--- src/rtl/flash_cmd_pkg.sv ---
package flash_cmd_pkg;

    typedef enum logic [2:0] {
        ST_RD_ARRAY,
        ST_RD_STATUS,
        ST_RD_ID,
        ST_PROG_ARM,
        ST_ERASE_ARM,
        ST_BUSY
    } fsm_state_t;

    typedef enum logic [1:0] {
        SEL_ARRAY,
        SEL_STATUS,
        SEL_ID
    } rd_sel_t;

    localparam logic [7:0] CMD_PROG_A   = 8'h40;
    localparam logic [7:0] CMD_PROG_B   = 8'h10;
    localparam logic [7:0] CMD_ERASE    = 8'h20;
    localparam logic [7:0] CMD_CONFIRM  = 8'hD0;
    localparam logic [7:0] CMD_STATUS   = 8'h70;
    localparam logic [7:0] CMD_CLR_ERR  = 8'h50;
    localparam logic [7:0] CMD_IDENT    = 8'h90;
    localparam logic [7:0] CMD_ARRAY    = 8'hFF;

    localparam logic OPK_PROGRAM = 1'b0;
    localparam logic OPK_ERASE   = 1'b1;

endpackage

--- src/rtl/fcsm_status_reg.sv ---
module fcsm_status_reg (
    input  logic       clk,
    input  logic       rst_n,
    input  logic       set_seq,
    input  logic       set_prot,
    input  logic       clr_err,
    input  logic       wsm_ready,
    output logic [2:0] err_flags,
    output logic [7:0] status_byte
);
    // err_flags: [2] seq-hi (bit5), [1] seq-lo (bit4), [0] protect (bit1)
    logic [2:0] err_q;

    always_ff @(posedge clk) begin
        if (!rst_n) begin
            err_q <= 3'b000;
        end else if (set_seq || set_prot) begin
            err_q <= err_q | {set_seq, set_seq, set_prot};
        end else if (clr_err) begin
            err_q <= 3'b000;
        end
    end

    assign err_flags   = err_q;
    assign status_byte = {wsm_ready, 1'b0, err_q[2], err_q[1], 2'b00, err_q[0], 1'b0};

endmodule

--- src/rtl/fcsm_read_mux.sv ---
module fcsm_read_mux
    import flash_cmd_pkg::*;
#(
    parameter int          AW     = 24,
    parameter logic [7:0]  MFR_ID = 8'h1F,
    parameter logic [7:0]  DEV_ID = 8'hED
) (
    input  logic          clk,
    input  logic          rst_n,
    input  logic          rd_en,
    input  logic [AW-1:0] rd_addr,
    input  rd_sel_t       rd_sel,
    input  logic [7:0]    status_byte,
    input  logic [7:0]    arr_rd_data,
    output logic [7:0]    rd_data
);
    localparam logic [AW-1:0] ID_MFR_ADDR = AW'(0);
    localparam logic [AW-1:0] ID_DEV_ADDR = AW'(1);

    logic [7:0] id_byte;
    logic [7:0] rd_next;

    always_comb begin
        if (rd_addr == ID_MFR_ADDR)      id_byte = MFR_ID;
        else if (rd_addr == ID_DEV_ADDR) id_byte = DEV_ID;
        else                             id_byte = 8'h00;
    end

    always_comb begin
        unique case (rd_sel)
            SEL_ARRAY:  rd_next = arr_rd_data;
            SEL_ID:     rd_next = id_byte;
            default:    rd_next = status_byte;
        endcase
    end

    always_ff @(posedge clk) begin
        if (!rst_n)     rd_data <= 8'h00;
        else if (rd_en) rd_data <= rd_next;
    end

endmodule

--- src/rtl/flash_cmd_fsm.sv ---
module flash_cmd_fsm
    import flash_cmd_pkg::*;
#(
    parameter int AW = 24
) (
    input  logic          clk,
    input  logic          rst_n,
    input  logic          wr_en,
    input  logic [AW-1:0] wr_addr,
    input  logic [7:0]    wr_data,
    input  logic          rd_en,
    input  logic [AW-1:0] rd_addr,
    input  logic          sect_prot,
    input  logic [7:0]    arr_rd_data,
    input  logic          op_done,
    output logic [7:0]    rd_data,
    output logic          op_req,
    output logic          op_kind,
    output logic [AW-1:0] op_addr,
    output logic [7:0]    op_data,
    output logic          ready
);
    fsm_state_t state_q, state_d;
    logic       set_seq, set_prot, clr_err;
    logic       launch, launch_kind;
    logic [2:0] err_flags;
    logic [7:0] status_byte;
    rd_sel_t    rd_sel;

    // State register
    always_ff @(posedge clk) begin
        if (!rst_n) state_q <= ST_RD_ARRAY;
        else        state_q <= state_d;
    end

    // Next state and per-cycle actions
    always_comb begin
        state_d     = state_q;
        set_seq     = 1'b0;
        set_prot    = 1'b0;
        clr_err     = 1'b0;
        launch      = 1'b0;
        launch_kind = OPK_PROGRAM;
        unique case (state_q)
            ST_RD_ARRAY, ST_RD_STATUS, ST_RD_ID: begin
                if (wr_en) begin
                    unique case (wr_data)
                        CMD_PROG_A, CMD_PROG_B: state_d = ST_PROG_ARM;
                        CMD_ERASE:              state_d = ST_ERASE_ARM;
                        CMD_STATUS:             state_d = ST_RD_STATUS;
                        CMD_IDENT:              state_d = ST_RD_ID;
                        CMD_ARRAY:              state_d = ST_RD_ARRAY;
                        CMD_CLR_ERR:            clr_err = 1'b1;
                        default:                state_d = state_q;
                    endcase
                end
            end
            ST_PROG_ARM: begin
                if (wr_en) begin
                    if (sect_prot) begin
                        set_prot = 1'b1;
                        state_d  = ST_RD_STATUS;
                    end else begin
                        launch      = 1'b1;
                        launch_kind = OPK_PROGRAM;
                        state_d     = ST_BUSY;
                    end
                end
            end
            ST_ERASE_ARM: begin
                if (wr_en) begin
                    if (wr_data != CMD_CONFIRM) begin
                        set_seq = 1'b1;
                        state_d = ST_RD_ARRAY;
                    end else if (sect_prot) begin
                        set_prot = 1'b1;
                        state_d  = ST_RD_STATUS;
                    end else begin
                        launch      = 1'b1;
                        launch_kind = OPK_ERASE;
                        state_d     = ST_BUSY;
                    end
                end
            end
            ST_BUSY: begin
                if (op_done) state_d = ST_RD_STATUS;
            end
            default: state_d = ST_RD_ARRAY;
        endcase
    end

    // Registered request outputs
    always_ff @(posedge clk) begin
        if (!rst_n) begin
            op_req  <= 1'b0;
            op_kind <= OPK_PROGRAM;
            op_addr <= '0;
            op_data <= 8'h00;
        end else begin
            op_req <= launch;
            if (launch) begin
                op_kind <= launch_kind;
                op_addr <= wr_addr;
                op_data <= wr_data;
            end
        end
    end

    assign ready = (state_q != ST_BUSY);

    always_comb begin
        unique case (state_q)
            ST_RD_ARRAY: rd_sel = SEL_ARRAY;
            ST_RD_ID:    rd_sel = SEL_ID;
            default:     rd_sel = SEL_STATUS;
        endcase
    end

    fcsm_status_reg u_status (
        .clk         (clk),
        .rst_n       (rst_n),
        .set_seq     (set_seq),
        .set_prot    (set_prot),
        .clr_err     (clr_err),
        .wsm_ready   (ready),
        .err_flags   (err_flags),
        .status_byte (status_byte)
    );

    fcsm_read_mux #(.AW(AW)) u_rdmux (
        .clk         (clk),
        .rst_n       (rst_n),
        .rd_en       (rd_en),
        .rd_addr     (rd_addr),
        .rd_sel      (rd_sel),
        .status_byte (status_byte),
        .arr_rd_data (arr_rd_data),
        .rd_data     (rd_data)
    );

endmodule

--- config.mk ---
export PLATFORM = sky130hd
export DESIGN_NAME = flash_cmd_fsm
export DESIGN_NICKNAME = d
export VERILOG_FILES = /design/src/rtl/flash_cmd_pkg.sv /design/src/rtl/fcsm_status_reg.sv /design/src/rtl/fcsm_read_mux.sv /design/src/rtl/flash_cmd_fsm.sv
export SDC_FILE = /design/constraint.sdc
export NUM_CORES = 1
export LEC_CHECK = 0
export ABC_CLOCK_PERIOD_IN_PS = 4850
export BUFFER_PORTS_ARGS = -buffer_cell sky130_fd_sc_hd__clkbuf_2
export CAP_MARGIN = 5
export CORE_MARGIN = 10
export CORE_UTILIZATION = 45
export DETAILED_ROUTE_END_ITERATION = 6
export PLACE_DENSITY_LB_ADDON = 0.25
export SYNTH_ARGS = -nofsm -noshare
export SYNTH_HDL_FRONTEND = slang
export SYNTH_HIERARCHICAL = 1
export SYNTH_SLANG_ARGS = --single-unit
--- constraint.sdc ---
create_clock -name clk -period 4.85 [get_ports clk]
set_input_delay 0.97 -clock clk [delete_from_list [all_inputs] [get_ports clk]]
set_output_delay 0.97 -clock clk [all_outputs]
set_load 0.02 [all_outputs]
==> metrics.txt, run 1 <==
# TYPE chip_impl_metric gauge
chip_impl_info{name="status",value="finished, final reports clean"} 1
chip_impl_metric{name="grt_first_pass_wirelength",unit="mm"} 11.3
chip_impl_metric{name="cts_setup_buffers",unit=""} 0
chip_impl_metric{name="report.final.slew_viol_count",unit=""} 0
chip_impl_info{name="hp-class",value="register to register"} 1
chip_impl_metric{name="gp_routability_congestion",unit=""} 0.849
chip_impl_metric{name="cts_hold_repair.buffers",unit=""} 0
chip_impl_metric{name="htreeDepth",unit=""} 2
chip_impl_metric{name="postSynth.asyncResetShare",unit="%"} 0
chip_impl_metric{name="clkSinkCount",unit=""} 48
chip_impl_metric{name="die_w",unit="um"} 93.2
chip_impl_metric{name="dr.pass1.iters",unit=""} 5
chip_impl_metric{name="antennaDiodeCount",unit=""} 0
chip_impl_metric{name="timing.critical_path.arrival",unit="ns"} 2.84
chip_impl_metric{name="first_global_vias",unit=""} 2465
chip_impl_metric{name="post_route_cells_drive_above_1_share",unit="%"} 35.9
chip_impl_metric{name="grt_usage",unit="%"} 15.5
chip_impl_metric{name="mappedNetlistArea",unit="um^2"} 2410
chip_impl_info{name="rsz0062_at_grt",value="no"} 1
chip_impl_metric{name="power_switching",unit="mW"} 0.172
chip_impl_metric{name="wl",unit="mm"} 6.76
chip_impl_metric{name="fin_area",unit="um^2"} 3050
chip_impl_metric{name="number_of_port_buffers",unit=""} 112
chip_impl_metric{name="layout-area-overhead-vs-synth",unit="%"} 26.3
chip_impl_metric{name="cts_max_path_buffers",unit=""} 2
chip_impl_metric{name="start_util",unit="%"} 46.9
chip_impl_info{name="worst-setup-path-type",value="primary input to register"} 1
chip_impl_metric{name="pin_count",unit=""} 113
chip_impl_metric{name="max_clock_freq",unit="MHz"} 380
chip_impl_metric{name="p_seq_share",unit="%"} 50.8
chip_impl_metric{name="clock_power_share",unit="%"} 39.3
chip_impl_metric{name="synthDistinctLibCells",unit=""} 45
chip_impl_metric{name="finalClockSkew",unit="ns"} 0.00359
chip_impl_metric{name="cts_made_buffers",unit=""} 5
chip_impl_metric{name="cts_resized",unit=""} 0
chip_impl_metric{name="die_y",unit="um"} 93.2
chip_impl_metric{name="routed-via-count",unit=""} 2364
chip_impl_metric{name="floorplan.rows",unit=""} 26
chip_impl_info{name="leading_register_cell_type_out_of_synthesis",value="sky130_fd_sc_hd__dfxtp_1"} 1
chip_impl_metric{name="post_synth_edffs",unit=""} 0
chip_impl_metric{name="drt_first_iter_violations",unit=""} 157
chip_impl_metric{name="final.setup.tns",unit="ns"} 0
chip_impl_info{name="layout.cells.most_common",value="sky130_fd_sc_hd__clkbuf_2"} 1
chip_impl_metric{name="synthCells",unit=""} 290
chip_impl_info{name="cts_root_buffer",value="sky130_fd_sc_hd__clkbuf_8"} 1
chip_impl_metric{name="number_of_warnings_reported_in_the_yosys_synthesis_log",unit=""} 6
chip_impl_metric{name="drc_errors",unit=""} 0
chip_impl_metric{name="total_leakage_power",unit="nW"} 1.27
chip_impl_info{name="crit_path_frequent_cell",value="sky130_fd_sc_hd__nand2_1"} 1
chip_impl_info{name="crit_path_start_kind",value="primary input"} 1
chip_impl_info{name="tritoncts_clock_tree",value="yes"} 1
chip_impl_metric{name="period_share",unit="%"} 54.2
chip_impl_metric{name="post-route-min-period",unit="ns"} 2.63
chip_impl_info{name="worst_path_max_delay_cell",value="sky130_fd_sc_hd__nand2_1"} 1
chip_impl_metric{name="hold_ws",unit="ns"} 0.462
chip_impl_metric{name="dpl_cell_area",unit="um^2"} 2920
chip_impl_metric{name="clkSlewWorstSetupHoldPaths",unit="ns"} 0.09
chip_impl_metric{name="worst_path_largest_cell_delay",unit="ns"} 0.81
chip_impl_metric{name="p_comb_share",unit="%"} 9.9
chip_impl_metric{name="intPower",unit="mW"} 0.619
chip_impl_metric{name="worst-slew-pin-transition",unit="ns"} 1.07
chip_impl_info{name="final_cell_mix",value="112 x sky130_fd_sc_hd__clkbuf_2, 52 x sky130_fd_sc_hd__nand2_1, 48 x sky130_fd_sc_hd__dfxtp_1, 39 x sky130_fd_sc_hd__nand3_1, 33 x sky130_fd_sc_hd__a21boi_0"} 1
chip_impl_metric{name="netSwitchingFraction",unit="%"} 21.7
chip_impl_metric{name="grt_max_degree",unit=""} 51
chip_impl_info{name="crit_family",value="simple AND/OR/NAND/NOR gates"} 1
chip_impl_metric{name="nets",unit=""} 453
chip_impl_metric{name="synthesis.area_per_instance",unit="um^2"} 8.32
chip_impl_metric{name="timing.critical_path.buf_inv",unit=""} 1
chip_impl_metric{name="vias_per_cell",unit=""} 5.21
chip_impl_metric{name="fp.coreArea",unit="um^2"} 5140
chip_impl_info{name="timing.critical_path.cells",value="clkbuf_2, nor4_1, nand4b_1, nand2_1, nand2_1, a21boi_0"} 1
chip_impl_metric{name="max_cap_violations",unit=""} 0
chip_impl_metric{name="report.final.setup_viol",unit=""} 0
chip_impl_metric{name="finalHoldViolCount",unit=""} 0
chip_impl_metric{name="worst-endpoint-required",unit="ns"} 5.06
chip_impl_metric{name="die_outline_area",unit="um^2"} 8690
chip_impl_metric{name="antenna_found_initial",unit=""} 0
chip_impl_metric{name="ir_drop",unit="mV"} 0.194
chip_impl_metric{name="detail-route-antenna-nets",unit=""} 0
chip_impl_metric{name="synth.ff_latch_count",unit=""} 48
chip_impl_metric{name="power.density_cell_area",unit="nW/um^2"} 260
chip_impl_metric{name="cp_max_fo",unit=""} 33
chip_impl_metric{name="global_route.overflow_total",unit=""} 0
chip_impl_metric{name="relSlewSlack",unit="%"} 28.5
chip_impl_info{name="worstSetupEndpointType",value="register"} 1
chip_impl_metric{name="wl_per_cell",unit="um"} 14.9
chip_impl_metric{name="final_hpwl_dp",unit="mm"} 5.08
chip_impl_metric{name="worstSkewPairLatency",unit="ns"} 0.29
chip_impl_metric{name="synth.yosys.seq_area_share",unit="%"} 39.8
[final timing paths]
check	start	to	slack, ns	cells after the start
setup / recovery	wr_data[0]	op_addr[20]$_SDFFE_PN0P_	2.22	6
hold / removal	u_status/err_flags[2]$_SDFFE_PN0P_	u_status/err_flags[2]$_SDFFE_PN0P_	0.46	2
setup reg to reg	state_q[0]$_SDFFE_PN0P_	op_addr[20]$_SDFFE_PN0P_	2.65	5
hold reg to reg	u_status/err_flags[2]$_SDFFE_PN0P_	u_status/err_flags[2]$_SDFFE_PN0P_	0.46	2
[worst min-delay path, stage by stage, from the launching register on]
cell,delay (ns)
sky130_fd_sc_hd__dfxtp_1,0.32
sky130_fd_sc_hd__nand2_1,0.06
sky130_fd_sc_hd__o21ai_1,0.05
[cell families after synthesis]
logic type,count (synthesis),synth area share (%)
AND/OR/NAND/NOR,140,30.7
AO/OA/AOI/OAI,65,21.2
flip-flops,48,39.8
buffers and inverters,34,7.31
XOR/XNOR,1,0.363
multiplexers,1,0.415
other,1,0.155
[metrics by stage]
step	instances	utilization, %	worst slack (ns)	total power, mW
3_5_place_dp	446	56.8	1.93	0.489
6_report	454	59.3	2.22	0.791
4_1_cts	454	59.3	2.18	0.799
3_3_place_gp	446	56.8	2.00	0.489
5_1_grt	454	59.3	1.97	0.826
2_1_floorplan	293	-	2.39	0.450
[state kept, by name, summed over array words and instances, names as in the netlist]
| register | flops |
|---|---|
| op_addr | 24 |
| u_rdmux/rd_data | 8 |
| op_data | 8 |
| state_q | 3 |
| op_kind | 1 |
| u_status/err_flags | 3 |
| op_req | 1 |
[power by group through the flow]
stage / registers [mW] / clock network, mW / logic [mW]
6_report: 0.402 / 0.311 / 0.0784
4_1_cts: 0.402 / 0.318 / 0.0789
3_5_place_dp: 0.411 / 0 / 0.0783
3_3_place_gp: 0.411 / 0 / 0.0780
5_1_grt: 0.403 / 0.336 / 0.0866
2_1_floorplan: 0.417 / 0 / 0.0335
[synthesized netlist by cell type (all sizes together), types with 2 or more instances]
cell	number	share of area [%]
o21ai	6	1.2
a21oi	2	0.41
clkbuf	13	2.0
buf	18	4.8
a21boi	34	11
nor3	5	1.2
nor2	14	2.5
nand2b	2	0.52
and2	2	0.52
inv	3	0.47
nand2	52	8.1
nand4	4	1.0
nand3	39	8.1
dfxtp	48	40
nor2b	3	0.78
o221a	8	3.7
nor4	9	4.0
or4	2	0.93
a22oi	10	3.1
[area by class of cell]
type                            instances  area (um^2)
Inverter                                3         11.3
Clock buffer                            7         96.3
Fill cell                             509         2090
Timing Repair Buffer                  114          576
Multi-Input combinational cell        211         1290
Tap cell                               70         87.6
Clock inverter                          1         30.0
Sequential cell                        48          961
[layer usage]
metal | up-vias | GRT usage, % | part of all wire, %
met4 | 0 | 5.01 | 1.3
met3 | 6 | 7.11 | 11
li1 | 1211 | - | -
met2 | 88 | 26.1 | 46
met1 | 1059 | 17.0 | 42
met5 | - | 0 | 0
(Power assumes the default switching activity.)
==> inputs of run 2 (changes only) <==
ABC_CLOCK_PERIOD_IN_PS = 2400   (was 4850)
CORE_UTILIZATION = 42   (was 45)
clock period = 2.4 ns   (was 4.85 ns; I/O delays follow)
==> run 2 against run 1 <==
First-iteration DRC count is 24% lower. Global-route usage is 0.64 points lower. Hold slack worse by 0.070 ns. Largest cell class unchanged. Die area is 5.6% higher.
==> metrics.txt, run 2 (same netlist as run 1, synthesis figures left out) <==
# TYPE chip_impl_metric gauge
chip_impl_info{name="status",value="finished, final reports clean"} 1
chip_impl_metric{name="ir_drop",unit="mV"} 0.512
chip_impl_metric{name="fp.coreArea",unit="um^2"} 5540
chip_impl_metric{name="antennaDiodeCount",unit=""} 0
chip_impl_metric{name="worstSkewPairLatency",unit="ns"} 0.30
chip_impl_metric{name="floorplan.rows",unit=""} 27
chip_impl_metric{name="dp_slack",unit="ns"} 0.222
chip_impl_metric{name="reg2reg_slack",unit="ns"} 0.58
chip_impl_metric{name="worst-slew-pin-transition",unit="ns"} 0.642
chip_impl_metric{name="wl_per_cell",unit="um"} 15.3
chip_impl_metric{name="gp_routability_congestion",unit=""} 0.788
chip_impl_metric{name="final.setup.tns",unit="ns"} 0
chip_impl_metric{name="total_leakage_power",unit="nW"} 1.28
chip_impl_info{name="final_cell_mix",value="112 x sky130_fd_sc_hd__clkbuf_2, 52 x sky130_fd_sc_hd__nand2_1, 48 x sky130_fd_sc_hd__dfxtp_1, 39 x sky130_fd_sc_hd__nand3_1, 33 x sky130_fd_sc_hd__a21boi_0"} 1
chip_impl_metric{name="pin_count",unit=""} 113
chip_impl_metric{name="timing.critical_path.arrival",unit="ns"} 1.52
chip_impl_metric{name="grt_first_pass_wirelength",unit="mm"} 11.2
chip_impl_metric{name="max_clock_freq",unit="MHz"} 500
chip_impl_metric{name="die_w",unit="um"} 95.8
chip_impl_metric{name="first_global_vias",unit=""} 2403
chip_impl_metric{name="report.final.slew_viol_count",unit=""} 0
chip_impl_metric{name="max_cap_violations",unit=""} 0
chip_impl_info{name="layout.cells.most_common",value="sky130_fd_sc_hd__clkbuf_2"} 1
chip_impl_metric{name="drc_errors",unit=""} 0
chip_impl_metric{name="die_outline_area",unit="um^2"} 9170
chip_impl_metric{name="post_route_cells_drive_above_1_share",unit="%"} 36.3
chip_impl_metric{name="worstRegToRegCells",unit=""} 6
chip_impl_info{name="crit_path_start_kind",value="register"} 1
chip_impl_metric{name="drt_first_iter_violations",unit=""} 120
chip_impl_info{name="layout_top_registers",value="op_addr x24, op_data x8, u_rdmux/rd_data x8"} 1
chip_impl_metric{name="clkSinkCount",unit=""} 48
chip_impl_metric{name="setup_slack",unit="ns"} 0.400
chip_impl_metric{name="post-route-min-period",unit="ns"} 2.00
chip_impl_metric{name="layout-area-overhead-vs-synth",unit="%"} 28.1
chip_impl_info{name="hold_path_startpoint",value="wr_addr[7]"} 1
chip_impl_metric{name="report.final.setup_viol",unit=""} 0
chip_impl_metric{name="period_share",unit="%"} 83.3
chip_impl_info{name="hold_path_end",value="op_addr[7]$_SDFFE_PN0P_"} 1
chip_impl_metric{name="global_route.overflow_total",unit=""} 0
chip_impl_metric{name="cts_hold_repair.buffers",unit=""} 0
chip_impl_metric{name="largest_register_ffs",unit=""} 24
chip_impl_metric{name="cp_max_fo",unit=""} 10
chip_impl_metric{name="dr.pass1.iters",unit=""} 4
chip_impl_metric{name="cts_setup_buffers",unit=""} 0
chip_impl_metric{name="final_hpwl_dp",unit="mm"} 5.21
chip_impl_info{name="register_with_the_most_flip_flops",value="op_addr"} 1
chip_impl_info{name="hp-class",value="primary input to register"} 1
chip_impl_metric{name="worst-endpoint-required",unit="ns"} 1.92
chip_impl_metric{name="clkSlewWorstSetupHoldPaths",unit="ns"} 0.10
chip_impl_info{name="cts_root_buffer",value="sky130_fd_sc_hd__clkbuf_8"} 1
chip_impl_info{name="rsz0062_at_grt",value="no"} 1
chip_impl_info{name="worstReg2RegEnd",value="u_rdmux/rd_data[2]$_SDFFE_PN0P_"} 1
chip_impl_metric{name="cts_resized",unit=""} 0
chip_impl_metric{name="finalClockSkew",unit="ns"} 0.00929
chip_impl_metric{name="vias_per_cell",unit=""} 5.29
chip_impl_info{name="tritoncts_clock_tree",value="yes"} 1
chip_impl_metric{name="cts_max_path_buffers",unit=""} 2
chip_impl_metric{name="power.density_cell_area",unit="nW/um^2"} 543
chip_impl_metric{name="number_of_port_buffers",unit=""} 112
chip_impl_metric{name="routed-via-count",unit=""} 2421
chip_impl_info{name="worstReg2RegStart",value="state_q[2]$_SDFFE_PN0P_"} 1
chip_impl_metric{name="grt_max_degree",unit=""} 35
chip_impl_info{name="worstSetupEndpointType",value="output port"} 1
chip_impl_metric{name="wl",unit="mm"} 6.99
chip_impl_metric{name="antenna_found_initial",unit=""} 0
chip_impl_metric{name="htreeDepth",unit=""} 2
chip_impl_metric{name="detail-route-antenna-nets",unit=""} 0
chip_impl_metric{name="finalHoldViolCount",unit=""} 0
chip_impl_metric{name="grt_usage",unit="%"} 14.9
chip_impl_metric{name="start_util",unit="%"} 43.5
chip_impl_metric{name="fill_cells",unit=""} 545
chip_impl_metric{name="die_y",unit="um"} 95.8
chip_impl_metric{name="cts_made_buffers",unit=""} 5
chip_impl_metric{name="min_path_cells",unit=""} 3
chip_impl_metric{name="relSlewSlack",unit="%"} 57.2
chip_impl_info{name="worst-setup-path-type",value="register to output port"} 1
chip_impl_metric{name="nets",unit=""} 455
## run 2: how the worst max path moves through the flow
stage               slack, ns  cells past startpoint                    start                       to
floorplan                0.43                      4               wr_data[0]  state_q[0]$_SDFFE_PN0P_
global placement         0.29                      5               wr_data[0]  state_q[0]$_SDFFE_PN0P_
detailed placement       0.22                      5               wr_data[0]  state_q[0]$_SDFFE_PN0P_
CTS                      0.42                      4  state_q[2]$_SDFFE_PN0P_                    ready
global route             0.28                      4  state_q[2]$_SDFFE_PN0P_                    ready
finish                   0.40                      4  state_q[2]$_SDFFE_PN0P_                    ready
## run 2: stage by stage
step	cells	power [mW]	hold slack (ns)	instance area (um^2)	util, %
detailed placement	450	0.990	0.443	2950	53.3
floorplan	293	0.909	0.429	2420	-
finish	458	1.68	0.392	3090	55.8
CTS	458	1.69	0.386	3090	55.8
global route	458	1.73	0.396	3090	55.8
global placement	450	0.988	0.443	2950	53.3
## run 2: layer usage
metal	vias up	global-route usage, %	share of wire [%]	wire, um
met1	1107	17.0	39	2740
met3	11	6.54	11	791
li1	1217	-	-	-
met2	86	24.4	48	3340
met5	-	0	0	0
met4	0	4.67	1.6	114
## run 2: layout make-up
type	count	area, um^2	area share [%]
Multi-Input combinational cell	211	1290	41.6
Sequential cell	48	961	31.1
Timing Repair Buffer	116	603	19.5
Tap cell	72	90.1	2.92
Clock buffer	5	68.8	2.23
Clock inverter	3	68.8	2.23
Inverter	3	11.3	0.365
## run 2: where the power goes
group / internal [mW] / leakage [nW] / switching [mW]
Clock: 0.420 / 0.0687 / 0.287
Sequential: 0.806 / 0.389 / 0.00608
Combinational: 0.0787 / 0.825 / 0.0806
## run 2: critical path: stages, from the launching register on
cell and delay [ns]:
sky130_fd_sc_hd__dfxtp_1 0.51, sky130_fd_sc_hd__inv_1 0.14, sky130_fd_sc_hd__nor2_1 0.27, sky130_fd_sc_hd__nand2_1 0.13, sky130_fd_sc_hd__clkbuf_2 0.18
==> inputs of run 3 (changes only) <==
ABC_CLOCK_PERIOD_IN_PS = 1840   (was 2400)
clock period = 1.84 ns   (was 2.4 ns; I/O delays follow)
==> run 3 against run 2 <==
Design area rose by 2.7%. Non-clock buffer count rose by 12. Global-route usage rose by 0.28 points. Routed wire length rose by 1.8%. Critical endpoint unchanged. Clock skew fell by 0.0036 ns. Total power rose by 23%. Combinational power rose by 37%. Sequential power rose by 31%.
==> metrics.txt, run 3 (same netlist as run 1, synthesis figures left out) <==
# TYPE chip_impl_metric gauge
chip_impl_info{name="status",value="finished, final reports clean"} 1
chip_impl_metric{name="floorplan.rows",unit=""} 27
chip_impl_metric{name="fin_area",unit="um^2"} 3170
chip_impl_metric{name="first_global_vias",unit=""} 2391
chip_impl_metric{name="worst-endpoint-required",unit="ns"} 1.47
chip_impl_metric{name="gp_routability_congestion",unit=""} 0.835
chip_impl_metric{name="cts_made_buffers",unit=""} 5
chip_impl_metric{name="ir_drop",unit="mV"} 0.475
chip_impl_metric{name="timing.critical_path.arrival",unit="ns"} 1.34
chip_impl_metric{name="max_cap_violations",unit=""} 0
chip_impl_metric{name="clkSlewWorstSetupHoldPaths",unit="ns"} 0.10
chip_impl_info{name="worstSetupEndpointType",value="output port"} 1
chip_impl_metric{name="pin_count",unit=""} 113
chip_impl_info{name="rsz0062_at_grt",value="no"} 1
chip_impl_metric{name="power.density_cell_area",unit="nW/um^2"} 652
chip_impl_metric{name="max_clock_freq",unit="MHz"} 586
chip_impl_metric{name="period_share",unit="%"} 92.7
chip_impl_metric{name="antenna_found_initial",unit=""} 0
chip_impl_info{name="worst-setup-path-type",value="register to output port"} 1
chip_impl_metric{name="p_seq_share",unit="%"} 51.2
chip_impl_metric{name="grt_usage",unit="%"} 15.1
chip_impl_metric{name="post_route_cells_drive_above_1_share",unit="%"} 38.4
chip_impl_metric{name="global_route.overflow_total",unit=""} 0
chip_impl_metric{name="clkSinkCount",unit=""} 48
chip_impl_metric{name="dr.pass1.iters",unit=""} 4
chip_impl_metric{name="finalClockSkew",unit="ns"} 0.00573
chip_impl_metric{name="htreeDepth",unit=""} 2
chip_impl_metric{name="fp.coreArea",unit="um^2"} 5540
chip_impl_info{name="hp-class",value="primary input to register"} 1
chip_impl_metric{name="sum_of_internal_switching_and_leakage_power",unit="mW"} 2.07
chip_impl_metric{name="report.final.slew_viol_count",unit=""} 0
chip_impl_metric{name="total_leakage_power",unit="nW"} 1.34
chip_impl_metric{name="cts_setup_buffers",unit=""} 0
chip_impl_metric{name="power_switching",unit="mW"} 0.496
chip_impl_metric{name="clock_power_share",unit="%"} 38.2
chip_impl_metric{name="die_y",unit="um"} 95.8
chip_impl_metric{name="largest_register_ffs",unit=""} 24
chip_impl_metric{name="final.setup.tns",unit="ns"} 0
chip_impl_metric{name="worstSkewPairLatency",unit="ns"} 0.31
chip_impl_metric{name="intPower",unit="mW"} 1.57
chip_impl_info{name="hold_path_end",value="op_addr[23]$_SDFFE_PN0P_"} 1
chip_impl_metric{name="netSwitchingFraction",unit="%"} 24.0
chip_impl_metric{name="final_core_utilization",unit="%"} 57.3
chip_impl_info{name="worstReg2RegStart",value="state_q[0]$_SDFFE_PN0P_"} 1
chip_impl_metric{name="layout-area-overhead-vs-synth",unit="%"} 31.5
chip_impl_metric{name="start_util",unit="%"} 43.5
chip_impl_info{name="register_with_the_most_flip_flops",value="op_addr"} 1
chip_impl_info{name="cts_root_buffer",value="sky130_fd_sc_hd__clkbuf_8"} 1
chip_impl_info{name="final_cell_mix",value="112 x sky130_fd_sc_hd__clkbuf_2, 52 x sky130_fd_sc_hd__nand2_1, 48 x sky130_fd_sc_hd__dfxtp_1, 39 x sky130_fd_sc_hd__nand3_1, 33 x sky130_fd_sc_hd__a21boi_0"} 1
chip_impl_info{name="worstReg2RegEnd",value="u_rdmux/rd_data[1]$_SDFFE_PN0P_"} 1
chip_impl_metric{name="dpl_cell_area",unit="um^2"} 3050
chip_impl_metric{name="drt_first_iter_violations",unit=""} 110
chip_impl_metric{name="antennaDiodeCount",unit=""} 0
chip_impl_metric{name="routed-via-count",unit=""} 2452
chip_impl_metric{name="wl_per_cell",unit="um"} 15.1
chip_impl_info{name="layout.cells.most_common",value="sky130_fd_sc_hd__clkbuf_2"} 1
chip_impl_info{name="layout_top_registers",value="op_addr x24, op_data x8, u_rdmux/rd_data x8"} 1
chip_impl_metric{name="grt_max_degree",unit=""} 35
chip_impl_metric{name="final_hpwl_dp",unit="mm"} 5.49
chip_impl_info{name="tritoncts_clock_tree",value="yes"} 1
chip_impl_metric{name="drc_errors",unit=""} 0
chip_impl_metric{name="report.final.setup_viol",unit=""} 0
chip_impl_metric{name="p_comb_share",unit="%"} 10.6
chip_impl_metric{name="reg2reg_slack",unit="ns"} 0.20
chip_impl_metric{name="number_of_port_buffers",unit=""} 112
chip_impl_metric{name="cts_hold_repair.buffers",unit=""} 0
chip_impl_info{name="crit_path_start_kind",value="register"} 1
chip_impl_metric{name="die_w",unit="um"} 95.8
chip_impl_metric{name="cts_max_path_buffers",unit=""} 2
chip_impl_metric{name="nets",unit=""} 467
chip_impl_info{name="crit_path_start",value="state_q[2]$_SDFFE_PN0P_"} 1
chip_impl_metric{name="grt_first_pass_wirelength",unit="mm"} 11.3
chip_impl_metric{name="die_outline_area",unit="um^2"} 9170
chip_impl_metric{name="cp_max_fo",unit=""} 9
chip_impl_metric{name="finalHoldViolCount",unit=""} 0
chip_impl_metric{name="wl",unit="mm"} 7.11
chip_impl_info{name="hold_path_startpoint",value="wr_addr[23]"} 1
chip_impl_metric{name="min_path_cells",unit=""} 3
chip_impl_metric{name="post-route-min-period",unit="ns"} 1.71
chip_impl_metric{name="detail-route-antenna-nets",unit=""} 0
chip_impl_metric{name="worstRegToRegCells",unit=""} 6
chip_impl_metric{name="vias_per_cell",unit=""} 5.22
## run 3: timing repair
item,in CTS,in global routing
hold endpoints to repair,0,0
resized for setup,0,2
setup endpoints to repair,0,6
## run 3: power groups by stage
stage	combinational (mW)	sequential, mW	clock [mW]
after floorplan	0.0882	1.10	0
final	0.218	1.06	0.790
after detailed placement	0.218	1.08	0
after CTS	0.219	1.06	0.819
after global placement	0.216	1.08	0
after global routing	0.240	1.06	0.849
## run 3: worst max-delay path, cell delays in order, from the launching register on
cell                       delay [ns]
sky130_fd_sc_hd__dfxtp_1         0.33
sky130_fd_sc_hd__buf_4           0.15
sky130_fd_sc_hd__inv_1           0.08
sky130_fd_sc_hd__nor2_2          0.20
sky130_fd_sc_hd__nand2_1         0.10
sky130_fd_sc_hd__clkbuf_2        0.17
## run 3: layout make-up
type / instances / area [um^2]
fill: 541 / 2370
tap: 72 / 90.1
multi-input combinational: 211 / 1290
clock buffer: 5 / 68.8
clock inverter: 3 / 47.5
sequential: 48 / 961
inverter: 3 / 11.3
timing repair buffer: 128 / 706
## run 3: worst max-delay path by stage
stage	cells after the start	slack, ns	to
floorplan	4	-0.02	state_q[0]$_SDFFE_PN0P_
global placement	5	-0.16	state_q[0]$_SDFFE_PN0P_
detailed placement	5	-0.18	state_q[0]$_SDFFE_PN0P_
CTS	5	0.08	ready
global route	6	0.009	u_rdmux/rd_data[1]$_SDFFE_PN0P_
finish	5	0.13	ready
## run 3: routing by layer
layer / GRT usage, % / wire (um) / up-vias
li1: - / - / 1243
met1: 17.3 / 2880 / 1125
met2: 24.8 / 3420 / 74
met3: 6.61 / 721 / 10
met4: 5.16 / 96 / 0
met5: 0 / 0 / -
## run 3: metrics by stage
| step | instances | hold WS, ns | worst slack (ns) |
|---|---|---|---|
| 6_report | 470 | 0.276 | 0.134 |
| 3_5_place_dp | 462 | 0.446 | -0.183 |
| 3_3_place_gp | 462 | 0.444 | -0.165 |
| 5_1_grt | 470 | 0.279 | 0.00915 |
| 2_1_floorplan | 293 | 0.429 | -0.0207 |
| 4_1_cts | 470 | 0.265 | 0.0818 |
